--- src/rtl/pwm_regs_pkg.sv ---
package pwm_regs_pkg;

    typedef enum logic [1:0] {
        ST_IDLE  = 2'd0,
        ST_RUN   = 2'd1,
        ST_DRAIN = 2'd2
    } chan_state_e;

    localparam int unsigned OFS_ENABLE  = 32'h004;
    localparam int unsigned OFS_DISABLE = 32'h008;
    localparam int unsigned OFS_STATUS  = 32'h00C;
    localparam int unsigned OFS_EVENT   = 32'h01C;
    localparam int unsigned WIN_BASE    = 32'h200;
    localparam int unsigned WIN_LG      = 5;

    // window offsets that reach a channel engine for a given layout
    function automatic logic win_off_ok(input logic [WIN_LG-1:0] off, input logic sep);
        case (off)
            5'h00, 5'h04, 5'h08, 5'h10: return 1'b1;
            5'h0C:                      return sep;
            default:                    return 1'b0;
        endcase
    endfunction

endpackage

--- src/rtl/pwm_addr_dec.sv ---
module pwm_addr_dec
    import pwm_regs_pkg::*;
#(
    parameter int unsigned ADDR_W  = 12,
    parameter int unsigned NCH     = 4,
    parameter bit          SEP_UPD = 1'b1
) (
    input  logic [ADDR_W-1:0] addr,
    output logic              hit_en,
    output logic              hit_dis,
    output logic              hit_stat,
    output logic              hit_evt,
    output logic [NCH-1:0]    hit_ch,
    output logic [WIN_LG-1:0] win_off
);
    localparam logic [ADDR_W-1:0] A_EN   = ADDR_W'(OFS_ENABLE);
    localparam logic [ADDR_W-1:0] A_DIS  = ADDR_W'(OFS_DISABLE);
    localparam logic [ADDR_W-1:0] A_STAT = ADDR_W'(OFS_STATUS);
    localparam logic [ADDR_W-1:0] A_EVT  = ADDR_W'(OFS_EVENT);

    logic off_ok;

    assign hit_en   = (addr == A_EN);
    assign hit_dis  = (addr == A_DIS);
    assign hit_stat = (addr == A_STAT);
    assign hit_evt  = (addr == A_EVT);
    assign win_off  = addr[WIN_LG-1:0];
    assign off_ok   = win_off_ok(win_off, SEP_UPD);

    generate
        for (genvar n = 0; n < NCH; n++) begin : g_win
            localparam logic [ADDR_W-1:0] BASE_N = ADDR_W'(WIN_BASE + n * (1 << WIN_LG));
            assign hit_ch[n] = off_ok && (addr[ADDR_W-1:WIN_LG] == BASE_N[ADDR_W-1:WIN_LG]);
        end
    endgenerate

endmodule

--- src/rtl/pwm_ch_fsm.sv ---
module pwm_ch_fsm
    import pwm_regs_pkg::*;
(
    input  logic clk,
    input  logic rst_n,
    input  logic en_cmd,
    input  logic dis_cmd,
    input  logic pstart,
    output logic busy
);
    chan_state_e state_q, state_d;

    // next-state decision
    always_comb begin
        state_d = state_q;
        unique case (state_q)
            ST_IDLE:  if (en_cmd)  state_d = ST_RUN;      // START
            ST_RUN:   if (dis_cmd) state_d = ST_DRAIN;    // STOP_REQ
            ST_DRAIN: begin
                if (en_cmd)      state_d = ST_RUN;        // RESUME (wins, R4)
                else if (pstart) state_d = ST_IDLE;       // HALT
            end
            default:             state_d = ST_IDLE;
        endcase
    end

    // state register
    always_ff @(posedge clk or negedge rst_n) begin
        if (!rst_n) state_q <= ST_IDLE;
        else        state_q <= state_d;
    end

    // outputs
    always_comb begin
        unique case (state_q)
            ST_RUN, ST_DRAIN: busy = 1'b1;
            default:          busy = 1'b0;
        endcase
    end

    a_r1_start: assert property (@(posedge clk) disable iff (!rst_n)
        (en_cmd && state_q == ST_IDLE) |=> busy);
    a_r2_stop_on_boundary: assert property (@(posedge clk) disable iff (!rst_n)
        $fell(busy) |-> $past(pstart));
    a_r3_idle_stays: assert property (@(posedge clk) disable iff (!rst_n)
        (!busy && !en_cmd) |=> !busy);
    a_r4_resume: assert property (@(posedge clk) disable iff (!rst_n)
        (en_cmd && state_q == ST_DRAIN) |=> (state_q == ST_RUN));

endmodule

--- src/rtl/pwm_evt_reg.sv ---
module pwm_evt_reg #(
    parameter int unsigned NCH = 4
) (
    input  logic           clk,
    input  logic           rst_n,
    input  logic [NCH-1:0] pulse,
    input  logic           clr,
    output logic [NCH-1:0] ev_q
);
    always_ff @(posedge clk or negedge rst_n) begin
        if (!rst_n) ev_q <= '0;
        else        ev_q <= (clr ? '0 : ev_q) | pulse;
    end

    a_r7_no_lost_event: assert property (@(posedge clk) disable iff (!rst_n)
        (pulse != '0) |=> ((ev_q & $past(pulse)) == $past(pulse)));
    a_r6_read_clears: assert property (@(posedge clk) disable iff (!rst_n)
        (clr && pulse == '0) |=> (ev_q == '0));

endmodule

--- src/rtl/pwm_ctl_regs.sv ---
module pwm_ctl_regs
    import pwm_regs_pkg::*;
#(
    parameter int unsigned ADDR_W  = 12,
    parameter int unsigned DATA_W  = 32,
    parameter int unsigned NCH     = 4,
    parameter bit          SEP_UPD = 1'b1
) (
    input  logic                  clk,
    input  logic                  rst_n,
    input  logic [ADDR_W-1:0]     bus_addr,
    input  logic [DATA_W-1:0]     bus_wdata,
    input  logic                  bus_wr,
    input  logic                  bus_rd,
    output logic [DATA_W-1:0]     bus_rdata,
    output logic [NCH-1:0]        ch_run,
    input  logic [NCH-1:0]        ch_pstart,
    output logic [NCH-1:0]        ch_wr,
    output logic [NCH-1:0]        ch_rd,
    output logic [WIN_LG-1:0]     ch_off,
    input  logic [NCH*DATA_W-1:0] ch_rdata
);
    logic           hit_en, hit_dis, hit_stat, hit_evt, any_hit;
    logic [NCH-1:0] hit_ch, en_vec, dis_vec, busy, ev_q;
    logic [DATA_W-1:0] rd_mux, rdata_q;

    pwm_addr_dec #(.ADDR_W(ADDR_W), .NCH(NCH), .SEP_UPD(SEP_UPD)) u_dec (
        .addr(bus_addr), .hit_en(hit_en), .hit_dis(hit_dis), .hit_stat(hit_stat),
        .hit_evt(hit_evt), .hit_ch(hit_ch), .win_off(ch_off)
    );

    assign any_hit = hit_en | hit_dis | hit_stat | hit_evt | (|hit_ch);
    assign en_vec  = (bus_wr && hit_en)  ? bus_wdata[NCH-1:0] : '0;
    assign dis_vec = (bus_wr && hit_dis) ? bus_wdata[NCH-1:0] : '0;
    assign ch_wr   = bus_wr ? hit_ch : '0;
    assign ch_rd   = bus_rd ? hit_ch : '0;

    generate
        for (genvar n = 0; n < NCH; n++) begin : g_ch
            pwm_ch_fsm u_fsm (
                .clk(clk), .rst_n(rst_n), .en_cmd(en_vec[n]), .dis_cmd(dis_vec[n]),
                .pstart(ch_pstart[n]), .busy(busy[n])
            );
        end
    endgenerate

    assign ch_run = busy;

    pwm_evt_reg #(.NCH(NCH)) u_evt (
        .clk(clk), .rst_n(rst_n), .pulse(ch_pstart),
        .clr(bus_rd && hit_evt), .ev_q(ev_q)
    );

    always_comb begin
        rd_mux = '0;
        if (hit_stat) rd_mux[NCH-1:0] = busy;
        if (hit_evt)  rd_mux[NCH-1:0] = ev_q;
        for (int n = 0; n < NCH; n++) begin
            if (hit_ch[n]) rd_mux = rd_mux | ch_rdata[n*DATA_W +: DATA_W];
        end
    end

    always_ff @(posedge clk or negedge rst_n) begin
        if (!rst_n)      rdata_q <= '0;
        else if (bus_rd) rdata_q <= rd_mux;
    end

    assign bus_rdata = rdata_q;

    a_r10_unmapped_reads_zero: assert property (@(posedge clk) disable iff (!rst_n)
        (bus_rd && !any_hit) |=> (bus_rdata == '0));
    a_r11_rdata_holds: assert property (@(posedge clk) disable iff (!rst_n)
        !bus_rd |=> $stable(bus_rdata));
    a_r8_single_target: assert property (@(posedge clk) disable iff (!rst_n)
        $onehot0({hit_en, hit_dis, hit_stat, hit_evt, hit_ch}));
    a_r10_no_stray_strobe: assert property (@(posedge clk) disable iff (!rst_n)
        !any_hit |-> (ch_wr == '0 && ch_rd == '0));

endmodule

--- config.mk ---
export PLATFORM = sky130hd
export DESIGN_NAME = pwm_ctl_regs
export DESIGN_NICKNAME = d
export VERILOG_FILES = /design/src/rtl/pwm_regs_pkg.sv /design/src/rtl/pwm_addr_dec.sv /design/src/rtl/pwm_ch_fsm.sv /design/src/rtl/pwm_evt_reg.sv /design/src/rtl/pwm_ctl_regs.sv
export SDC_FILE = /design/constraint.sdc
export NUM_CORES = 1
export LEC_CHECK = 0
export ABC_AREA = 1
export BUFFER_PORTS_ARGS = -buffer_cell sky130_fd_sc_hd__buf_4
export CORE_ASPECT_RATIO = 1.4
export CORE_MARGIN = 3
export CORE_UTILIZATION = 40
export DETAILED_ROUTE_END_ITERATION = 10
export GPL_TIMING_DRIVEN = 0
export HOLD_SLACK_MARGIN = 0.12
export PLACE_DENSITY = 0.85
export SLEW_MARGIN = 20
export SYNTH_ARGS = -nofsm -noshare
export SYNTH_HDL_FRONTEND = slang
export SYNTH_HIERARCHICAL = 1
export SYNTH_SLANG_ARGS = --single-unit
--- constraint.sdc ---
create_clock -name clk -period 1.23 [get_ports clk]
set_input_delay 0.0615 -clock clk [delete_from_list [all_inputs] [get_ports clk]]
set_output_delay 0.0615 -clock clk [all_outputs]
set_load 0.01 [all_outputs]
==> flow_metrics.tcl <==
set metrics [dict create \
    maxCapViolations 0 \
    ys_warn_count 6 \
    area_growth_pct 70.4 \
    hold_path.class "in -> reg" \
    vias 4718 \
    drtIter0Drc 252 \
    clockBufferDepth 2 \
    cp_top_family "flip-flops" \
    arrival_ns 1.16 \
    htree_levels 2 \
    drv_slew 0 \
    skew_ns 0.00210 \
    drive_gt1_frac 0.379 \
    slew_headroom 0.593 \
    groute.usage.overall 0.260 \
    wirelength_um 14200 \
    die_y_um 118 \
    synth_area_per_cell_um2 6.23 \
    rsz0062_at_grt "yes" \
    avgViaCountPerCell 4.97 \
    cp.buffers_inverters 2 \
    io_pins 229 \
    numCtsBuffers 5 \
    placed_area_um2 5220 \
    wl_per_cell_um 14.9 \
    nNetsFinal 1043 \
    antenna_found_initial 0 \
    drtAntennaViolNets 0 \
    gp_congestion 0.907 \
    dieWidth_um 86.1 \
    synthCells 577 \
    synth_fp_nets 777 \
    fill_cells 652 \
    cts_root_buffer "clkbuf_16" \
    start_util 0.415 \
    crit_type "reg -> out" \
    power_density_nw_per_um2 1060 \
    synth-seq-area-share 0.306 \
    fmax_ghz 0.821 \
    grt_pass1_vias 4733 \
    hold_viol 0 \
    worst_pin_slew_ns 0.610 \
    clock_sinks 44 \
    die_area_um2 10200 \
    grt_pass1_wl_um 21400 \
    startpoint_type "flip-flop" \
    grt_overflow_total 0 \
    holdWs_ns 0.120 \
    dr.pass1.iters 5 \
    finalCritPeriodShare 0.991 \
    synth_area_um2 3600 \
    finalSetupViolCount 0 \
    peakVddDrop_v 0.000941 \
    drc_errors 0 \
    total_power_w 0.00651 \
    grt_max_degree 45 \
    required_ns 1.17 \
    slowest_delay_ns 0.40 \
    core_um2 8660 \
    insertion_delay_ns 0.28 \
    fin_area_um2 6130 \
    status "finished clean" \
    fin_crit_ns 1.22 \
    rows 40 \
    p_leak_nw 3.29 \
    ys_ff_latch 44 \
    worst-path-max-fanout 2 \
    cp-end-kind "output port" \
    clk_pin_slew_ns 0.06 \
    portBuffers 199 \
    cts_tree "yes" \
    setup_tns_ns 0 \
    path_cells "inv_1 > ha_4 > buf_4" \
    synth.distinct_cells 17 \
    critical_path.slowest_cell "dfrtp_1" \
    detailedPlacementHpwl_um 9880 \
    antenna_cells 0 \
]
==> worst paths after layout <==
check | start | endpoint | slack (ns) | depth (start not counted)
max reg2reg | g_ch[0].u_fsm/state_q[0] | g_ch[0].u_fsm/state_q[0] | 0.02 | 7
min | ch_rdata[102] | bus_rdata[6] | 0.12 | 5
min in group asynchronous | rst_n | u_evt/ev_q[3] | 0.34 | 2
max in group asynchronous | rst_n | g_ch[2].u_fsm/state_q[0] | 0.45 | 2
max | g_ch[0].u_fsm/state_q[0] | ch_run[0] | 0.01 | 3
min reg2reg | u_evt/ev_q[1] | u_evt/ev_q[1] | 0.49 | 2
==> cells in the final DEF (no fill, tap or decap), drive strengths merged <==
| cell type | instances |
|---|---|
| nand2 | 251 |
| buf | 246 |
| nor2 | 142 |
| dfrtp | 44 |
| dlygate4sd3 | 43 |
| inv | 43 |
| nand3 | 34 |
| ha | 20 |
| a21oi | 8 |
| clkbuf | 7 |
| nand4 | 4 |
| bufinv | 1 |
| o21ai | 1 |
==> layout make-up <==
class | instances | area [µm²] | share of cell area
Timing Repair Buffer | 259 | 2060 | 0.335
Clock buffer | 7 | 153 | 0.0249
Buffer | 30 | 285 | 0.0465
Clock inverter | 1 | 30.0 | 0.00490
Tap cell | 105 | 131 | 0.0214
Sequential cell | 44 | 1100 | 0.180
Multi-Input combinational cell | 460 | 2210 | 0.361
Inverter | 43 | 161 | 0.0263
==> metrics by stage <==
| step | util | setup WS, ns | std cells |
|---|---|---|---|
| 2_1_floorplan | - | 0.0720 | 577 |
| 3_3_place_gp | 0.603 | -0.172 | 881 |
| 3_5_place_dp | 0.603 | -0.240 | 881 |
| 4_1_cts | 0.687 | 0.00822 | 940 |
| 5_1_grt | 0.708 | -0.0599 | 949 |
| 6_report | 0.708 | 0.0114 | 949 |
==> worst min-delay path, cell delays in order <==
cell and delay, ns:
buf_4 0.07, nand2_1 0.04, nand3_1 0.07, nor2_1 0.04
nor2_1 0.07
==> cell usage after synthesis (all sizes together) <==
| cell | number | area share |
|---|---|---|
| nor2 | 142 | 0.16 |
| nand4 | 4 | 0.0070 |
| o21ai | 1 | 0.0024 |
| dfrtp | 44 | 0.31 |
| buf | 30 | 0.077 |
| a21oi | 8 | 0.011 |
| nand2 | 251 | 0.28 |
| ha | 20 | 0.070 |
| nand3 | 34 | 0.047 |
| inv | 43 | 0.045 |
==> flip-flops by register name, indices dropped and copies added (netlist names) <==
register / flops
u_evt/ev_q: 4
g_ch.u_fsm/state_q: 8
bus_rdata: 32
==> logic make-up (layout without fill, tap and decap cells) <==
group                      Yosys count  after routing  share of synthesized area
buffers and inverters               73            340                      0.122
and+or+nand+nor                    431            431                      0.489
adders and majority gates           20             20                     0.0696
AOI/OAI and AO/OA                    9              9                     0.0136
DFF                                 44             44                      0.306
==> where the power goes <==
group          total, W  leakage, nW  internal, W  switching (W)
Combinational   0.00308         2.66      0.00157        0.00152
Clock           0.00164       0.0901      0.00107       0.000568
Sequential      0.00179        0.535      0.00165       0.000145
==> metal layers <==
layer / GRT usage / vias up / share of wire
met4: 0.115 / 0 / 0.037
met1: 0.278 / 2166 / 0.36
met5: 0 / - / 0
met3: 0.0411 / 52 / 0.065
met2: 0.486 / 239 / 0.54
li1: - / 2261 / -
==> timing repair <==
item,CTS,global route
pin swaps,3,8
setup buffers,8,9
hold buffers,43,0
setup endpoints to repair,7,17
endpoints found under the hold margin,73,0
resized for setup,10,36
(Power assumes the default switching activity.)
